[src/rtl/irq_hub_pkg.sv]
package irq_hub_pkg;

  localparam int NM      = 2;   // masters
  localparam int NQ      = 2;   // queues per master
  localparam int NF      = 8;   // non-NACK error sources per master
  localparam int DW      = 32;
  localparam int AW      = 3;
  localparam int MSTRIDE = 12;  // bit distance between master groups

  localparam int RST_DONE_BIT  = 24;
  localparam int HALT_ACK_BASE = 25;
  localparam int NACK_BASE     = 27;

  localparam logic [AW-1:0] A_STATUS = 3'd0;
  localparam logic [AW-1:0] A_MASK   = 3'd1;
  localparam logic [AW-1:0] A_CLEAR  = 3'd2;
  localparam logic [AW-1:0] A_COMMIT = 3'd3;
  localparam logic [AW-1:0] A_HALT   = 3'd4;
  localparam logic [AW-1:0] A_RESET  = 3'd5;

  // status bit of the k-th non-NACK error source of master m
  function automatic int fault_pos(input int m, input int k);
    int base;
    case (k)
      0: base = 1;
      1: base = 2;
      2: base = 5;
      3: base = 6;
      4: base = 7;
      5: base = 9;
      6: base = 10;
      default: base = 11;
    endcase
    return m * MSTRIDE + base;
  endfunction

  function automatic logic [DW-1:0] err_group(input int m);
    return (m == 0) ? 32'h18000EE6 : 32'h60EE6000;
  endfunction

  // reset-mask bits that select a master for holding
  function automatic logic [DW-1:0] rst_scope(input int m);
    return (m == 0) ? 32'h000003F0 : 32'h0003F000;
  endfunction

  function automatic logic [DW-1:0] pack_events(
    input logic [NM-1:0]    rd,
    input logic [NM*NQ-1:0] rep,
    input logic [NM*NQ-1:0] nack,
    input logic [NM*NF-1:0] fault
  );
    logic [DW-1:0] v;
    v = '0;
    for (int m = 0; m < NM; m++) begin
      v[m*MSTRIDE] = rd[m];
      for (int q = 0; q < NQ; q++) begin
        v[m*MSTRIDE + 4 + 4*q]   = rep[m*NQ + q];
        v[NACK_BASE + m*NQ + q]  = nack[m*NQ + q];
      end
      for (int k = 0; k < NF; k++)
        v[fault_pos(m, k)] = fault[m*NF + k];
    end
    return v;
  endfunction

endpackage

[src/rtl/irq_hub_timer.sv]
module irq_hub_timer #(
  parameter int unsigned LAT = 16
) (
  input  logic clk,
  input  logic rst_n,
  input  logic start,
  output logic busy,
  output logic done
);
  localparam int CW = $clog2(LAT + 1);
  localparam logic [CW-1:0] LOAD = CW'(LAT);
  localparam logic [CW-1:0] ONE  = CW'(1);

  logic [CW-1:0] cnt;

  assign done = busy && (cnt == ONE);

  always_ff @(posedge clk or negedge rst_n) begin
    if (!rst_n) begin
      busy <= 1'b0;
      cnt  <= '0;
    end else if (!busy) begin
      if (start) begin
        busy <= 1'b1;
        cnt  <= LOAD;
      end
    end else begin
      if (cnt == ONE) busy <= 1'b0;
      cnt <= cnt - ONE;
    end
  end

  // a running window counts down and is not restarted
  assert_window_steps_R8: assert property (@(posedge clk) disable iff (!rst_n)
    busy |=> (cnt == $past(cnt) - ONE));
  // the window ends right after its done cycle
  assert_window_ends_R9: assert property (@(posedge clk) disable iff (!rst_n)
    done |=> !busy);

endmodule

[src/rtl/irq_hub_status.sv]
module irq_hub_status
  import irq_hub_pkg::*;
(
  input  logic          clk,
  input  logic          rst_n,
  input  logic [DW-1:0] set_vec,
  input  logic          clr_wr,
  input  logic [DW-1:0] clr_data,
  input  logic          commit,
  output logic [DW-1:0] status,
  output logic [DW-1:0] pending
);
  logic [DW-1:0] kill;

  assign kill = commit ? pending : '0;

  always_ff @(posedge clk or negedge rst_n) begin
    if (!rst_n) begin
      status  <= '0;
      pending <= '0;
    end else begin
      status <= (status & ~kill) | set_vec;
      if (commit)      pending <= '0;
      else if (clr_wr) pending <= clr_data;
    end
  end

  assert_sticky_R5: assert property (@(posedge clk) disable iff (!rst_n)
    !commit |=> ((status & $past(status)) == $past(status)));
  assert_commit_clears_R6: assert property (@(posedge clk) disable iff (!rst_n)
    commit |=> ((status & $past(pending) & ~$past(set_vec)) == '0));
  assert_event_kept_R7: assert property (@(posedge clk) disable iff (!rst_n)
    commit |=> ((status & $past(set_vec)) == $past(set_vec)));

endmodule

[src/rtl/irq_hub_ctrl.sv]
module irq_hub_ctrl
  import irq_hub_pkg::*;
#(
  parameter int unsigned HALT_LAT = 16,
  parameter int unsigned RST_LAT  = 32
) (
  input  logic                clk,
  input  logic                rst_n,
  input  logic                bus_wr,
  input  logic [AW-1:0]       bus_addr,
  input  logic [DW-1:0]       bus_wdata,
  input  logic [AW-1:0]       bus_raddr,
  output logic [DW-1:0]       bus_rdata,
  input  logic [NM-1:0]       ev_rd_done,
  input  logic [NM*NQ-1:0]    ev_q_report,
  input  logic [NM*NQ-1:0]    ev_nack,
  input  logic [NM*NF-1:0]    ev_fault,
  output logic                irq,
  output logic [NM-1:0]       master_err,
  output logic [NM-1:0]       master_hold
);
  // decoded write events
  logic wr_mask, wr_clear, wr_commit, wr_halt, wr_reset;
  assign wr_mask   = bus_wr && (bus_addr == A_MASK);
  assign wr_clear  = bus_wr && (bus_addr == A_CLEAR);
  assign wr_commit = bus_wr && (bus_addr == A_COMMIT) && bus_wdata[0];
  assign wr_halt   = bus_wr && (bus_addr == A_HALT);
  assign wr_reset  = bus_wr && (bus_addr == A_RESET) && (|bus_wdata);

  logic [DW-1:0] mask_q, status_q, pending_q, set_vec, ack_vec;
  logic [NM-1:0] halt_busy, halt_done, rst_sel;
  logic          rst_busy, rst_done;

  always_ff @(posedge clk or negedge rst_n) begin
    if (!rst_n)       mask_q <= '0;
    else if (wr_mask) mask_q <= bus_wdata;
  end

  // per-master halt windows
  for (genvar m = 0; m < NM; m++) begin : g_halt
    irq_hub_timer #(.LAT(HALT_LAT)) u_halt (
      .clk   (clk),
      .rst_n (rst_n),
      .start (wr_halt && bus_wdata[m]),
      .busy  (halt_busy[m]),
      .done  (halt_done[m])
    );

    always_ff @(posedge clk or negedge rst_n) begin
      if (!rst_n)                     rst_sel[m] <= 1'b0;
      else if (wr_reset && !rst_busy) rst_sel[m] <= |(bus_wdata & rst_scope(m));
    end

    assign master_hold[m] = halt_busy[m] || (rst_busy && rst_sel[m]);
    assign master_err[m]  = |(status_q & err_group(m));

    assert_halt_ack_R8: assert property (@(posedge clk) disable iff (!rst_n)
      $rose(status_q[HALT_ACK_BASE + m]) |-> $past(halt_done[m]));
  end

  // soft reset window
  irq_hub_timer #(.LAT(RST_LAT)) u_rst (
    .clk   (clk),
    .rst_n (rst_n),
    .start (wr_reset),
    .busy  (rst_busy),
    .done  (rst_done)
  );

  always_comb begin
    ack_vec = '0;
    ack_vec[RST_DONE_BIT] = rst_done;
    for (int m = 0; m < NM; m++) ack_vec[HALT_ACK_BASE + m] = halt_done[m];
  end

  assign set_vec = pack_events(ev_rd_done, ev_q_report, ev_nack, ev_fault) | ack_vec;

  irq_hub_status u_status (
    .clk      (clk),
    .rst_n    (rst_n),
    .set_vec  (set_vec),
    .clr_wr   (wr_clear),
    .clr_data (bus_wdata),
    .commit   (wr_commit),
    .status   (status_q),
    .pending  (pending_q)
  );

  assign irq = |(status_q & mask_q);

  always_comb begin
    case (bus_raddr)
      A_STATUS: bus_rdata = status_q;
      A_MASK:   bus_rdata = mask_q;
      A_CLEAR:  bus_rdata = pending_q;
      default:  bus_rdata = '0;
    endcase
  end

  assert_masked_quiet_R4: assert property (@(posedge clk) disable iff (!rst_n)
    (mask_q == '0) |-> !irq);
  assert_rst_done_R9: assert property (@(posedge clk) disable iff (!rst_n)
    $rose(status_q[RST_DONE_BIT]) |-> $past(rst_done));

endmodule

[config.mk]
export PLATFORM = sky130hd
export DESIGN_NAME = irq_hub_ctrl
export DESIGN_NICKNAME = d
export VERILOG_FILES = /design/src/rtl/irq_hub_pkg.sv /design/src/rtl/irq_hub_timer.sv /design/src/rtl/irq_hub_status.sv /design/src/rtl/irq_hub_ctrl.sv
export SDC_FILE = /design/constraint.sdc
export NUM_CORES = 1
export LEC_CHECK = 0
export CORE_MARGIN = 2
export CORE_UTILIZATION = 35
export DETAILED_ROUTE_END_ITERATION = 10
export GPL_TIMING_DRIVEN = 1
export PLACE_DENSITY = 0.68
export RECOVER_POWER = 100
export SLEW_MARGIN = 20
export SYNTH_ARGS = -nofsm -noshare
export SYNTH_HDL_FRONTEND = slang
export SYNTH_SLANG_ARGS = --single-unit
[constraint.sdc]
create_clock -name clk -period 3.12 [get_ports clk]
set_input_delay 0.468 -clock clk [delete_from_list [all_inputs] [get_ports clk]]
set_output_delay 0.468 -clock clk [all_outputs]
set_load 0.005 [all_outputs]
# Word-level counts from Yosys, hierarchy flattened
# Cells that the tools add are included.
# classes
add_sub_neg,3
n_eq_ne,10
mux,19
bitwise_logic,5
n_reduce_logical,29
# ops
cell,n
two-way mux 32 bit,3
case mux 32 bit (3 select lines),1
bitwise AND 32 bit,2
OR reduction 32 bit,2
inverter 32 bit,1
OR 32 x 31 -> 32 bit,1
OR 31 x 27 -> 31 bit,1
two-way mux 5 bit,4
OR reduction 10 bit,2
logical AND 1 bit,15
two-way mux 6 bit,2
OR reduction 6 bit,2
"equality test 5 x 1 -> 1 bit, second input constant",2
"subtractor 5 x 1 -> 5 bit, second input constant",2
"equality test 3 x 2 -> 1 bit, second input constant",3
two-way mux 1 bit,9
nonzero test 2 bit,4
"equality test 3 x 1 -> 1 bit, second input constant",2
"equality test 3 bit, second input constant",2
"equality test 6 x 1 -> 1 bit, second input constant",1
"subtractor 6 x 1 -> 6 bit, second input constant",1
logical NOT 3 bit,1
logical OR 1 bit,2
logical NOT 1 bit,1
# word_totals
register_bits,117
in_bits,67
elab_cells,77

# Longest topological paths before layout
# Gate-level depths: netlist (run 1).
# depth
ltp_word,7
depth_mapped,6

# Modules after synthesis
# Synthesis (run 1) repeated with hierarchy kept, for this count alone.
# hier_totals
cells_unflattened,573
hier_area_um2,5955.7
# modules_own_cells
module,n_inst,cells_each,area_per_inst_um2,seq_area_each_um2
irq_hub_status,1,203,2529.9,1601.5
irq_hub_ctrl,1,275,2433.6,850.8
irq_hub_timer at g_halt[0].u_halt ...,2,30,316.6,150.1
irq_hub_timer at u_rst,1,35,359.1,175.2

# Worst setup path before layout (run 1)
# Ideal clock, no wire load.
# synth_path
path_kind,input -> output
startpoint,input bus_raddr[1]
endpoint,output bus_rdata[0]
t_arrival_ns,1.412
required_time_ns,2.652
slack_ns,1.240
path_stages,6
path_buffers,3
cell_sequence,clkbuf_1 nor2b_1 clkbuf_1 clkbuf_1 a21oi_1 nor2_1
# synth_between
elab_chain_cells,2
word_cells_on_any_way,4
# synth_rtl
item,line,source
start: declaration,irq_hub_ctrl.sv:12,"input logic [AW-1:0] bus_raddr,"
"equality test 3 x 2 -> 1 bit, or another cell as far along",irq_hub_ctrl.sv:92,case (bus_raddr)
case mux 32 bit (3 select lines) (*),irq_hub_ctrl.sv:92,
end: declaration,irq_hub_ctrl.sv:13,"output logic [DW-1:0] bus_rdata,"
# Every way passes the cells marked *; elsewhere a longest branch is shown, timed or not.

# Worst setup path after layout (run 1)
# layout_path
startpoint,input bus_raddr[1]
endpoint,output bus_rdata[23]
# The elaborated chain is that of the path after synthesis.

==> results.txt, run 1 <==
The total number of vias came out at 4726. The largest net degree at the start of global routing is 59. The clock latency of the later-clocked register in the worst-skew pair is around 0.43 ns. The maximum fanout encountered on the critical timing path is 18. Traced cell by cell, the critical path runs through clkdlybuf4s50_1 -> nor2b_1 -> clkbuf_2 -> a21oi_1 -> nor2_1 -> dlygate4sd3_1. The area of the core came out at 15800 um2. The clock tree from TritonCTS is done. Setup repair after global routing left no endpoint under its margin. For the worst flop-to-flop path, the logic depth is 4.

The detailed-route wire length is 16700 um. After legalization and detailed placement, the total HPWL measured 11700 um. The level count of the clock H-tree came out at 4.

The number of endpoints failing setup at the final stage is 0. The reg-to-reg setup timing slack came out at 1.56 ns. The power density normalized to cell area is 685 nW/um2. The share of flip-flops with an asynchronous set or reset after synthesis came out at 100%.

The number of slew-limit violations in the final report came out at 65. The tree is rooted in a sky130_fd_sc_hd__clkbuf_16. The chip width came out at 131 um.

The remaining max-slew budget at the tightest pin is -22.8%. The upper clock frequency limit came out at approximately 0.35 GHz. Counting both buffers and inverters, the worst setup path holds a total of 3.

Synthesis produced a netlist whose cell count is 544. about 100 I/O pins were placed. The count of endpoints failing hold in the final timing report came out at 0.

The final critical path time including I/O delays and setup is 2.88 ns. The number of inserted filler cells in the final layout came out at about 1500. The worst-margin pin slew is 1.84 ns. The path class of the tightest hold or removal check is reg -> reg. The buffer levels on the longest clock path came out at 2. The required time at the worst-slack endpoint came out at 2.65 ns. Post-CTS repair changed the size of 0 cells. The synthesized net count is 617. The final-layout setup total negative slack came out at 0 ns. The cell row count came out at 46. For this run, the number of Yosys warnings is 0. The die is ~130 um tall. The placed instances occupy a cell area of approximately 7000 um2. The cell area that synthesis handed to floorplanning was ~5600 um2. The post-route fraction of the period consumed by the critical path came out at about 92%. The path with the worst hold slack has its endpoint at u_status.status[31]. The number of global-route vias before repair came out at a little under 5000. The critical path is of the in -> out type. The post-route antenna net violation count is 0. The initial core utilization came out at around 36%. For the final database, setup skew stands at 0.00609 ns. Ranked by total cell area, the synthesized netlist is headed by sky130_fd_sc_hd__dfrtp_1, sky130_fd_sc_hd__mux2i_1, sky130_fd_sc_hd__mux2_2. The hold path startpoint is u_status.pending[31].

The die area is around 17000 um2. The per-instance average area after synthesis is 10.4 um2. The post-CTS setup-driven buffer insertion count came out at 0. The sequential share of the synthesized area is 52.0%.

Dividing the detail-routed wire length by the instance count gives 19.0 um. The dominant synthesized flop cell is sky130_fd_sc_hd__dfrtp_1. The number of register bits inferred by synthesis is 117. The synthesized netlist contains between 40 and 50 unique library cells.

STA classifies the critical path endpoint as a primary output. TritonCTS created 17 clock buffers. The total number of nets in the final design came out at 724. The wire length of the first global-routing pass is 26600 um. The largest individual stage delay along the critical path comes from the cell sky130_fd_sc_hd__dlygate4sd3_1.

The global routing usage summed across all routing layers came out at 20.6%. In the routed layout, each cell is associated on average with a via count of 5.37. The flow ran to the end, but the final reports show violations. The total congestion overflow came out at 0.

The number of violations of the max-capacitance limit came out at 2. The first detailed-routing pass ran for 4 iterations. The number of flops mapped to enable cells by yosys is 0. Clock-pin slew was measured on the worst setup and hold paths at about 0.05 ns.

For this design the static power due to leakage is between 0.003 and 0.004 uW. Summed over all instances, the cell type with the most area after synthesis is sky130_fd_sc_hd__dfrtp_1. The commonest non-fill, non-tap cell in the layout is sky130_fd_sc_hd__dfrtp_1. The number of buffer cells added on primary ports came out at between 100 and 150.

The category of the worst setup path launch point is an input port. The largest voltage drop on the vdd net came out at 490 uV. Of the post-synthesis cell area, the dominant cell type holds 52.0%. The cell depth of the worst hold path came out at 1.

The checks that failed: capacitance limit, slew limit. The fraction of final layout cells with drive strength greater than 1 came out at 11.4%. Clock tree synthesis found a total of 117 sinks. The destination of the worst register-to-register timing path is u_rst.cnt[5]. The number of antenna violations at the first check in global routing came out at 0. The worst endpoint data arrival time is 2.41 ns.

The biggest cell delay along the critical path came out at 0.57 ns. In the routed design, unresolved DRC markers number 0. The growth of design area from synthesis to finish is 33.1%. The repair_antennas step left the layout with diodes totalling 0. The startpoint of the lowest-slack register-to-register path is u_rst.cnt[1]. In this run, the number of DRC markers left after iteration 0 of detailed routing was 415. The library cells used most frequently in the layout, excluding fill and tap cells, are sky130_fd_sc_hd__dfrtp_1, sky130_fd_sc_hd__nor2_1, sky130_fd_sc_hd__clkdlybuf4s50_1.

The final instance area is 7500 um2. The weighted congestion at the end of routability-driven global placement is 0.834. The number of hold buffers added after CTS was 1. The cell family contributing the most delay on the critical path is buffers and inverters.
-- layer usage --
layer  track usage (%)  wire, um
met1              26.5      7340
met2              34.0      8040
met3              4.48       924
met4              8.51       425
met5                 0         0
-- worst max-delay path by stage --
stage / startpoint / slack (ns) / cells after the start / end
CTS: u_status.status[18] / 0.25 / 4 / irq
finish: bus_raddr[1] / 0.24 / 6 / bus_rdata[23]
floorplan: bus_raddr[1] / 1.24 / 6 / bus_rdata[0]
detailed placement: bus_raddr[1] / 0.51 / 6 / bus_rdata[23]
global placement: bus_raddr[1] / 0.51 / 6 / bus_rdata[0]
global route: bus_raddr[1] / 0.12 / 6 / bus_rdata[10]
-- cells by family (layout without fill, tap and decap cells) --
| logic type | after synthesis | after routing | share of synthesized area [%] |
|---|---|---|---|
| flops | 117 | 117 | 52.0 |
| xor+xnor | 5 | 5 | 0.777 |
| buf+inv | 39 | 159 | 2.86 |
| mux | 66 | 66 | 12.5 |
| fa+ha+maj | 6 | 6 | 1.33 |
| simple gates | 176 | 176 | 14.0 |
| compound gates | 135 | 135 | 16.6 |
-- cell usage after synthesis, types with 2 or more instances --
master / number
sky130_fd_sc_hd__a21boi_0: 3
sky130_fd_sc_hd__a21o_1: 28
sky130_fd_sc_hd__a21oi_1: 40
sky130_fd_sc_hd__a22o_1: 32
sky130_fd_sc_hd__a22oi_1: 16
sky130_fd_sc_hd__buf_2: 12
sky130_fd_sc_hd__clkbuf_1: 18
sky130_fd_sc_hd__dfrtp_1: 117
sky130_fd_sc_hd__ha_1: 6
sky130_fd_sc_hd__inv_1: 9
sky130_fd_sc_hd__mux2_1: 4
sky130_fd_sc_hd__mux2_2: 28
sky130_fd_sc_hd__mux2i_1: 33
sky130_fd_sc_hd__nand2_1: 51
sky130_fd_sc_hd__nand2b_1: 3
sky130_fd_sc_hd__nand3_1: 7
sky130_fd_sc_hd__nand4_1: 6
sky130_fd_sc_hd__nand4b_1: 2
sky130_fd_sc_hd__nor2_1: 80
sky130_fd_sc_hd__nor2b_1: 2
sky130_fd_sc_hd__nor3_1: 5
sky130_fd_sc_hd__nor4_1: 10
sky130_fd_sc_hd__o21ai_0: 10
sky130_fd_sc_hd__o31a_1: 2
sky130_fd_sc_hd__xnor2_1: 3
sky130_fd_sc_hd__xor2_1: 2
-- registers in the layout, summed over array words and instances, names as in the netlist --
register	count
g_halt.u_halt.busy	2
u_rst.busy	1
u_status.status	32
u_rst.cnt	6
rst_sel	2
g_halt.u_halt.cnt	10
mask_q	32
u_status.pending	32
-- through the flow --
step / worst slack (ns) / power, uW / hold slack, ns / cells / utilization [%]
final: 0.238 / 5140 / 0.502 / 880 / 47.4
after global routing: 0.124 / 5420 / 0.522 / 880 / 47.4
after CTS: 0.245 / 5190 / 0.504 / 880 / 47.6
after detailed placement: 0.509 / 3250 / 0.440 / 847 / 43.8
after global placement: 0.508 / 3180 / 0.431 / 847 / 43.8
after floorplan: 1.24 / 2760 / 0.172 / 544 / -
-- final cells by class --
class	instances	area [um2]	area share, %
Clock buffer	21	480	6.41
Clock inverter	11	105	1.40
Inverter	9	33.8	0.450
Multi-Input combinational cell	388	2540	33.8
Sequential cell	117	2930	39.0
Tap cell	216	270	3.60
Timing Repair Buffer	118	1150	15.3
-- worst reg2reg max path, cell delays in order, from the launching register on --
cell and delay (ns):
sky130_fd_sc_hd__dfrtp_1 0.40, sky130_fd_sc_hd__or3_1 0.42, sky130_fd_sc_hd__nor4b_1 0.37, sky130_fd_sc_hd__xnor2_1 0.17, sky130_fd_sc_hd__nand2b_1 0.08
-- power by group --
| part | leakage [uW] | switching, uW | internal [uW] | total [uW] |
|---|---|---|---|---|
| sequential | 0.00135 | 296 | 1830 | 2130 |
| combinational | 0.00155 | 524 | 563 | 1090 |
| clock | 0.000302 | 683 | 1240 | 1930 |
| total | 0.00320 | 1500 | 3640 | 5140 |
Power figures use the tool's default switching activity.
==> run 2: changes to the inputs <==
CTS_BUF_LIST = sky130_fd_sc_hd__clkbuf_4 sky130_fd_sc_hd__clkbuf_8   (was not set)
clock period = 3.55 ns   (was 3.12 ns; I/O delays follow)
==> run 2 against run 1 <==
Compared with the run above: the flow still finishes with violations (capacitance limit, slew limit); first-iteration DRC count is 33% lower; clock power is 36% lower; sequential share of layout area is 1.1 points higher; sequential power is 13% lower; cell count is 0.23% lower; combinational power is 13% lower; via count hardly changed; clock-buffer cell count is 2 higher; hold slack better by 0.0080 ns; highest routed layer unchanged.
==> results.txt, run 2 (synthesis results as in run 1) <==
The flow ran to the end, but the final reports show violations. The final reports fail on capacitance limit, slew limit. The fraction of the core area covered by cells at the end of the flow came out at 46.1%. The first global-routing pass estimated 25800 um of wire. The number of I/O pins is between 100 and 150. The maximum fanout encountered on the critical timing path came out at 32. The clock tree synthesis step divided the H-tree into 4 levels. For this run the aggregate overflow at the end of global routing stands at 0.

The number of inserted filler cells in the final layout is 1462. The total number of vias came out at 4724. By startpoint and endpoint, the worst setup path is classified as in -> reg.

The worst setup path is launched from an input port. The startpoint of the lowest-slack register-to-register path is u_rst.cnt[0]. The worst hold path terminates at u_status.status[3].

Row generation in the floorplan step produced 46 rows. The library cells used most frequently in the layout, excluding fill and tap cells, are sky130_fd_sc_hd__dfrtp_1, sky130_fd_sc_hd__nor2_1, sky130_fd_sc_hd__clkdlybuf4s50_1. The detailed placement HPWL came out at about 12000 um. Between clock sinks in the finished design, the worst skew comes to 0.0101 ns.

Global routing used a little over a quarter of the available met1 tracks. The global-route track usage on met2 came out at 32.4%. CTS saw 117 sinks. The remaining design rule violation count is 0. The growth of design area from synthesis to finish came out at 29.4%. The CTS clock-pin slew for the worst setup and hold paths is ~0.070 ns. Setup violations remaining at the end of the flow were counted as 0. Leaving out fill and tap cells, the most frequent cell in the layout is sky130_fd_sc_hd__dfrtp_1. The cell area reported after detailed placement is ~7000 um2.

The number of clock buffers added by TritonCTS is 17. The number of slew-limit violations in the final report came out at about 170. The analysis attributes to cell leakage a power of between 0.003 and 0.004 uW. The worst setup path is captured at a flop. In this run, the number of DRC markers left after iteration 0 of detailed routing was ~280.

The total area of multi-input combinational cells came out at 2550 um2. The quantity of gates resized following cts is 0. The initial core utilization came out at 35.6%. The overall power consumption came out at 4040 uW. The post-route antenna net violation count came out at 0. The final hold slack came out at 0.510 ns. The detailed-route wire length came out at 16400 um. The antenna diode count is 0. The number of antenna violations at the first check in global routing is 0.

For the worst setup path, the data required time is around 3.9 ns. The final instance area is 7290 um2. The endpoint identified for the worst register-to-register timing path is u_rst.cnt[5].

Global routing used between 10% and 20% of the available tracks. The remaining max-slew budget at the tightest pin is -36.9%. At the later pin of the worst-skew pair, clock insertion delay measures 0.44 ns. The post-route fraction of the period consumed by the critical path is about 86%.

The largest net degree at the start of global routing came out at 74. The cell sitting at the root of the clock tree is a sky130_fd_sc_hd__clkbuf_8. For the final routed database, the setup TNS stands at 0 ns. The number of global-route vias before repair is 4788. Across the whole layout, storage elements account for 2930 um2. The largest voltage drop on the vdd net came out at 229 uV. After global routing, the most crowded layer is met2. The clock tree from TritonCTS is done. Dividing the detail-routed wire length by the instance count gives 18.7 um.

The worst endpoint data arrival time is 3.38 ns. The hold buffer count at cts is 0. The class of the most critical hold timing path is reg -> reg.

The worst-margin pin slew is ~2.1 ns. The worst hold path begins at u_status.pending[3]. The largest registers in the layout are mask_q (32), u_status.pending (32), u_status.status (32).

The average via count per standard cell came out at approximately 5.4. The post-CTS setup-driven buffer insertion count came out at 0. The worst reg2reg path depth came out at 4. The met3 track demand over resource came out at just over 4%.

The number of detailed-route iterations in the first pass came out at 4. Setup repair after global routing left no endpoint under its margin. Based on the critical path, the design can be clocked at up to 0.326 GHz. The die area came out at 17100 um2. The power density normalized to cell area is between 500 and 600 nW/um2.

The reg-to-reg setup timing slack is 2.02 ns. At the end of routability-driven placement, the weighted congestion stood at ~0.83. The number of buffer cells added on primary ports came out at 103. The area of the core came out at 15800 um2. The number of violations of the max-capacitance limit is 4. The chip width is 131 um. Counting instances, the worst hold path has a depth of 1. The clock period could shrink to 3.06 ns.

The fraction of final layout cells with drive strength greater than 1 came out at about 11%. The floorplan step set the die height to 131 um. The total number of nets in the final design is 722. The count of endpoints failing hold in the final timing report was 0.

The buffer levels on the longest clock path came out at 2.
-- run 2: cell types whose count changed in the layout (fill, tap and decap cells not counted) --
cell                              delta
sky130_fd_sc_hd__clkbuf_4            +3
sky130_fd_sc_hd__nor3_1              -1
sky130_fd_sc_hd__clkdlybuf4s50_1     -5
sky130_fd_sc_hd__clkbuf_16          -17
sky130_fd_sc_hd__nor3_4              +1
sky130_fd_sc_hd__clkbuf_2            -3
sky130_fd_sc_hd__clkinv_4            +1
sky130_fd_sc_hd__dlygate4sd3_1       +4
sky130_fd_sc_hd__clkinvlp_4          +1
sky130_fd_sc_hd__clkbuf_8           +16
sky130_fd_sc_hd__clkbuf_1            +3
sky130_fd_sc_hd__clkinv_2            -4
sky130_fd_sc_hd__buf_12              -1
-- run 2: worst max-delay path, cell delays in order --
cell and delay [ns]:
sky130_fd_sc_hd__dlygate4sd3_1 0.65, sky130_fd_sc_hd__nand2_1 0.12, sky130_fd_sc_hd__nor3_4 0.11, sky130_fd_sc_hd__clkbuf_1 1.49
sky130_fd_sc_hd__mux2_2 0.46
-- run 2: through the flow --
step	worst slack [ns]	cells
floorplan	1.54	544
global placement	0.773	846
detailed placement	0.766	846
CTS	0.586	878
global route	0.368	878
finish	0.486	878
-- run 2: metal layers --
metal	vias to the layer above	wire, um
li1	2162	-
met1	2365	7280
met2	169	7830
met3	28	961
met4	0	342
met5	-	0
-- run 2: final cells by class --
type / instances / share of cell area (%)
Clock inverter: 9 / 1.39
Tap cell: 216 / 3.71
Inverter: 9 / 0.463
Sequential cell: 117 / 40.2
Multi-Input combinational cell: 388 / 35.0
Timing Repair Buffer: 116 / 15.3
Clock buffer: 23 / 4.08
-- run 2: power by group --
| part | internal [uW] | switching, uW |
|---|---|---|
| clock network | 697 | 532 |
| logic | 491 | 453 |
| registers | 1610 | 258 |
| total | 2800 | 1240 |
-- run 2: worst max path at each step --
stage / from / to / slack, ns / cells after the start
after CTS: u_status.status[18] / irq / 0.59 / 4
after detailed placement: bus_raddr[0] / bus_rdata[23] / 0.77 / 7
final: bus_wr / mask_q[15] / 0.49 / 5
after global placement: bus_raddr[0] / bus_rdata[23] / 0.77 / 7
after floorplan: bus_raddr[1] / bus_rdata[0] / 1.54 / 6
after global routing: rst_n / u_status.pending[19] / 0.37 / 2
==> run 3: changes to the inputs <==
DONT_BUFFER_PORTS = 1   (was not set)
PLACE_DENSITY = 0.6   (was 0.68)
==> run 3 against run 2 <==
Compared with the run above: the run still ends with capacitance limit, slew limit left; maximum frequency rose by 25%; utilization decreased by 6.6 points; via count fell by 11%; global-route usage down 0.73 points; sequential power hardly changed; critical path depth shrank 2; combinational power is 21% lower; non-clock buffer count is 110 lower; largest power group unchanged; highest routed layer unchanged.
==> results.txt, run 3 (synthesis results as in run 1) <==
The number of global-route vias before repair came out at between 4000 and 5000. Entering global routing, the biggest net connects 118 pins. The die area came out at roughly 17000 um2. Power comes to 3960 uW.

The total clock sinks came out at 117. The library cell used most frequently in the layout, excluding fill and tap cells, is sky130_fd_sc_hd__dfrtp_1. The upper clock frequency limit came out at 0.407 GHz. The number of inserted filler cells in the final layout is roughly 1500. The number of endpoints failing setup at the final stage came out at 0. The worst-margin pin slew came out at around 1.9 ns. At the worst endpoint, the arrival time is 1.93 ns. The reported leakage power is roughly 0.0026 uW. In this run the power spent charging and discharging nets is 1190 uW. In this run the worst path has a maximum fanout of 4. The detailed placement HPWL is roughly 11000 um.

The clock latency of the later-clocked register in the worst-skew pair is 0.45 ns. The initial core utilization came out at 35.6%. The buffer levels on the longest clock path is 2.

The growth of design area from synthesis to finish came out at 10.9%. The antenna diode count is 0. The vertical die dimension is 131 um. The wire length on met2 is 7470 um.

Measured against its own limit, the worst slew margin works out to -23.9%. The flow ran to the end, but the final reports show violations. The fraction of final layout cells with drive strength greater than 1 is 11.6%. The worst setup path is captured at a primary output.

The level count of the clock H-tree came out at 4. After layout, the worst path uses just under 70% of the clock period. The internal power of the cells came out at 2760 uW. The average via count per standard cell came out at 5.45. The startpoint-to-endpoint class of the critical path is reg -> out.

Net switching is between 30% and 40% of the power. The clock tree from TritonCTS is done. The power share of the combinational group came out at 18.8%. Once detail routing completed, the nets flagged for antenna violations numbered 0.

The total area of multi-input combinational cells came out at 2530 um2. The buffer type at the clock tree root is sky130_fd_sc_hd__clkbuf_8. The total number of vias is approximately 4200. The length of routed met3 wiring came out at 1610 um. The class of the most critical hold timing path is in -> async. In the final routing, the length of wire on met1 measures 6610 um. The worst setup skew after layout is 0.00899 ns. The area of the core came out at 15800 um2. 104 I/O pins were placed. Clock-pin slew was measured on the worst setup and hold paths at 0.07 ns.

The global routing usage summed across all routing layers came out at 19.2%. For this run, design rule violations remaining after detail routing come to 0. The number of antenna violations at the first check in global routing came out at 0.

The portion of total power attributed to sequential cells came out at ~47%. The weighted congestion at the end of routability-driven global placement is 0.844. The register area came out at 2930 um2. The tool flagged a number of max-cap violations equal to 3. The number of buffer cells added on primary ports came out at 0.

The final-layout setup total negative slack came out at 0 ns. The wire length of the first global-routing pass is 24200 um. In this run the power density over the cells is 633 nW/um2. In this run the post-CTS setup repair buffer count came out at 0.

The detailed-route wire length is 16000 um. For the finished layout, the period the worst path requires is 2.46 ns. After global routing the overflow that remains totals 0.

At the end of the flow the core is filled with cells to 39.5%. The cell row count came out at 46. Dividing the detail-routed wire length by the instance count gives 20.8 um. The clock share of power came out at about a third. After the first detailed-routing iteration, the DRC count stood at 219. The final reports fail on capacitance limit, slew limit. The worst setup path is launched from a flop. The die is 131 um wide. The number of slew-limit violations in the final report is 99. The TritonCTS buffer count is 17. The worst-case IR drop observed on VDD is 284 uV. The number of detailed-route iterations in the first pass is 4. Routed signal wires occupy layers up through met4. The required time at the worst-slack endpoint is 3.02 ns. The net count of the finished layout is 612. The top cell types in the final layout, fill and taps aside, are sky130_fd_sc_hd__dfrtp_1, sky130_fd_sc_hd__nor2_1, sky130_fd_sc_hd__nand2_1. The count of endpoints failing hold in the final timing report came out at 0. Setup repair after global routing left no endpoint under its margin. The largest registers in the layout are mask_q (32), u_status.pending (32), u_status.status (32).
[run 3: cell types whose count changed in the layout (fill, tap and decap cells not counted), sizes merged, moves of 2 or more]
| cell | previous run | this run |
|---|---|---|
| buf | 9 | 3 |
| dlygate4sd3 | 37 | 0 |
| clkbuf | 29 | 22 |
| clkinvlp | 1 | 3 |
| clkdlybuf4s50 | 64 | 0 |
| bufinv | 2 | 4 |
[run 3: what timing repair did]
item | 4_1_cts | 5_1_grt
resized for setup | 0 | 0
endpoints found under the hold margin | 117 | 0
setup endpoints to repair | 0 | 0
hold buffers | 1 | 0
[run 3: per-layer routing]
layer	vias up	track usage (%)
met1	2084	22.8
met5	-	0
met3	20	9.32
li1	1947	-
met4	0	6.13
met2	131	30.7
[run 3: path summary, 6_finish.rpt]
path / startpoint / to / slack, ns / depth (start not counted)
max: u_status.status[18] / irq / 1.09 / 3
min: rst_n / u_status.status[7] / 0.008 / 1
max reg2reg: u_rst.cnt[0] / u_rst.cnt[5] / 1.98 / 4
min reg2reg: u_status.pending[15] / u_status.status[15] / 0.49 / 1
max in group asynchronous: rst_n / g_halt[1].u_halt.cnt[4] / 3.06 / 1
min in group clk: ev_fault[5] / u_status.status[9] / 0.17 / 1
[run 3: area by class of cell]
class	instances	area share, %
Inverter	9	0.540
Multi-Input combinational cell	388	40.5
Clock inverter	13	2.88
Sequential cell	117	46.8
Tap cell	216	4.32
Timing Repair Buffer	6	0.861
Clock buffer	19	4.08
[run 3: power by group through the flow]
stage	registers [uW]	logic (uW)	clock network (uW)
final	1870	746	1340
after global routing	1910	855	1430
after CTS	1860	763	1380
after detailed placement	1890	729	0
after global placement	1870	694	0
after floorplan	1800	623	0
[run 3: critical path, stage by stage (launching register included)]
cell	delay (ns)
sky130_fd_sc_hd__dfrtp_1	0.45
sky130_fd_sc_hd__a22oi_1	0.28
sky130_fd_sc_hd__nand4_1	0.13
sky130_fd_sc_hd__or4_1	0.62
[run 3: stage by stage]
stage / std cells / area (um2) / setup WS [ns] / hold slack, ns
after floorplan: 544 / 5640 / 1.54 / 0.237
after global placement: 735 / 5820 / 1.45 / 0.240
after detailed placement: 735 / 5820 / 1.39 / 0.240
after CTS: 768 / 6290 / 1.08 / 0.0500
after global routing: 768 / 6250 / 0.985 / 0.0565
final: 768 / 6250 / 1.09 / 0.00811
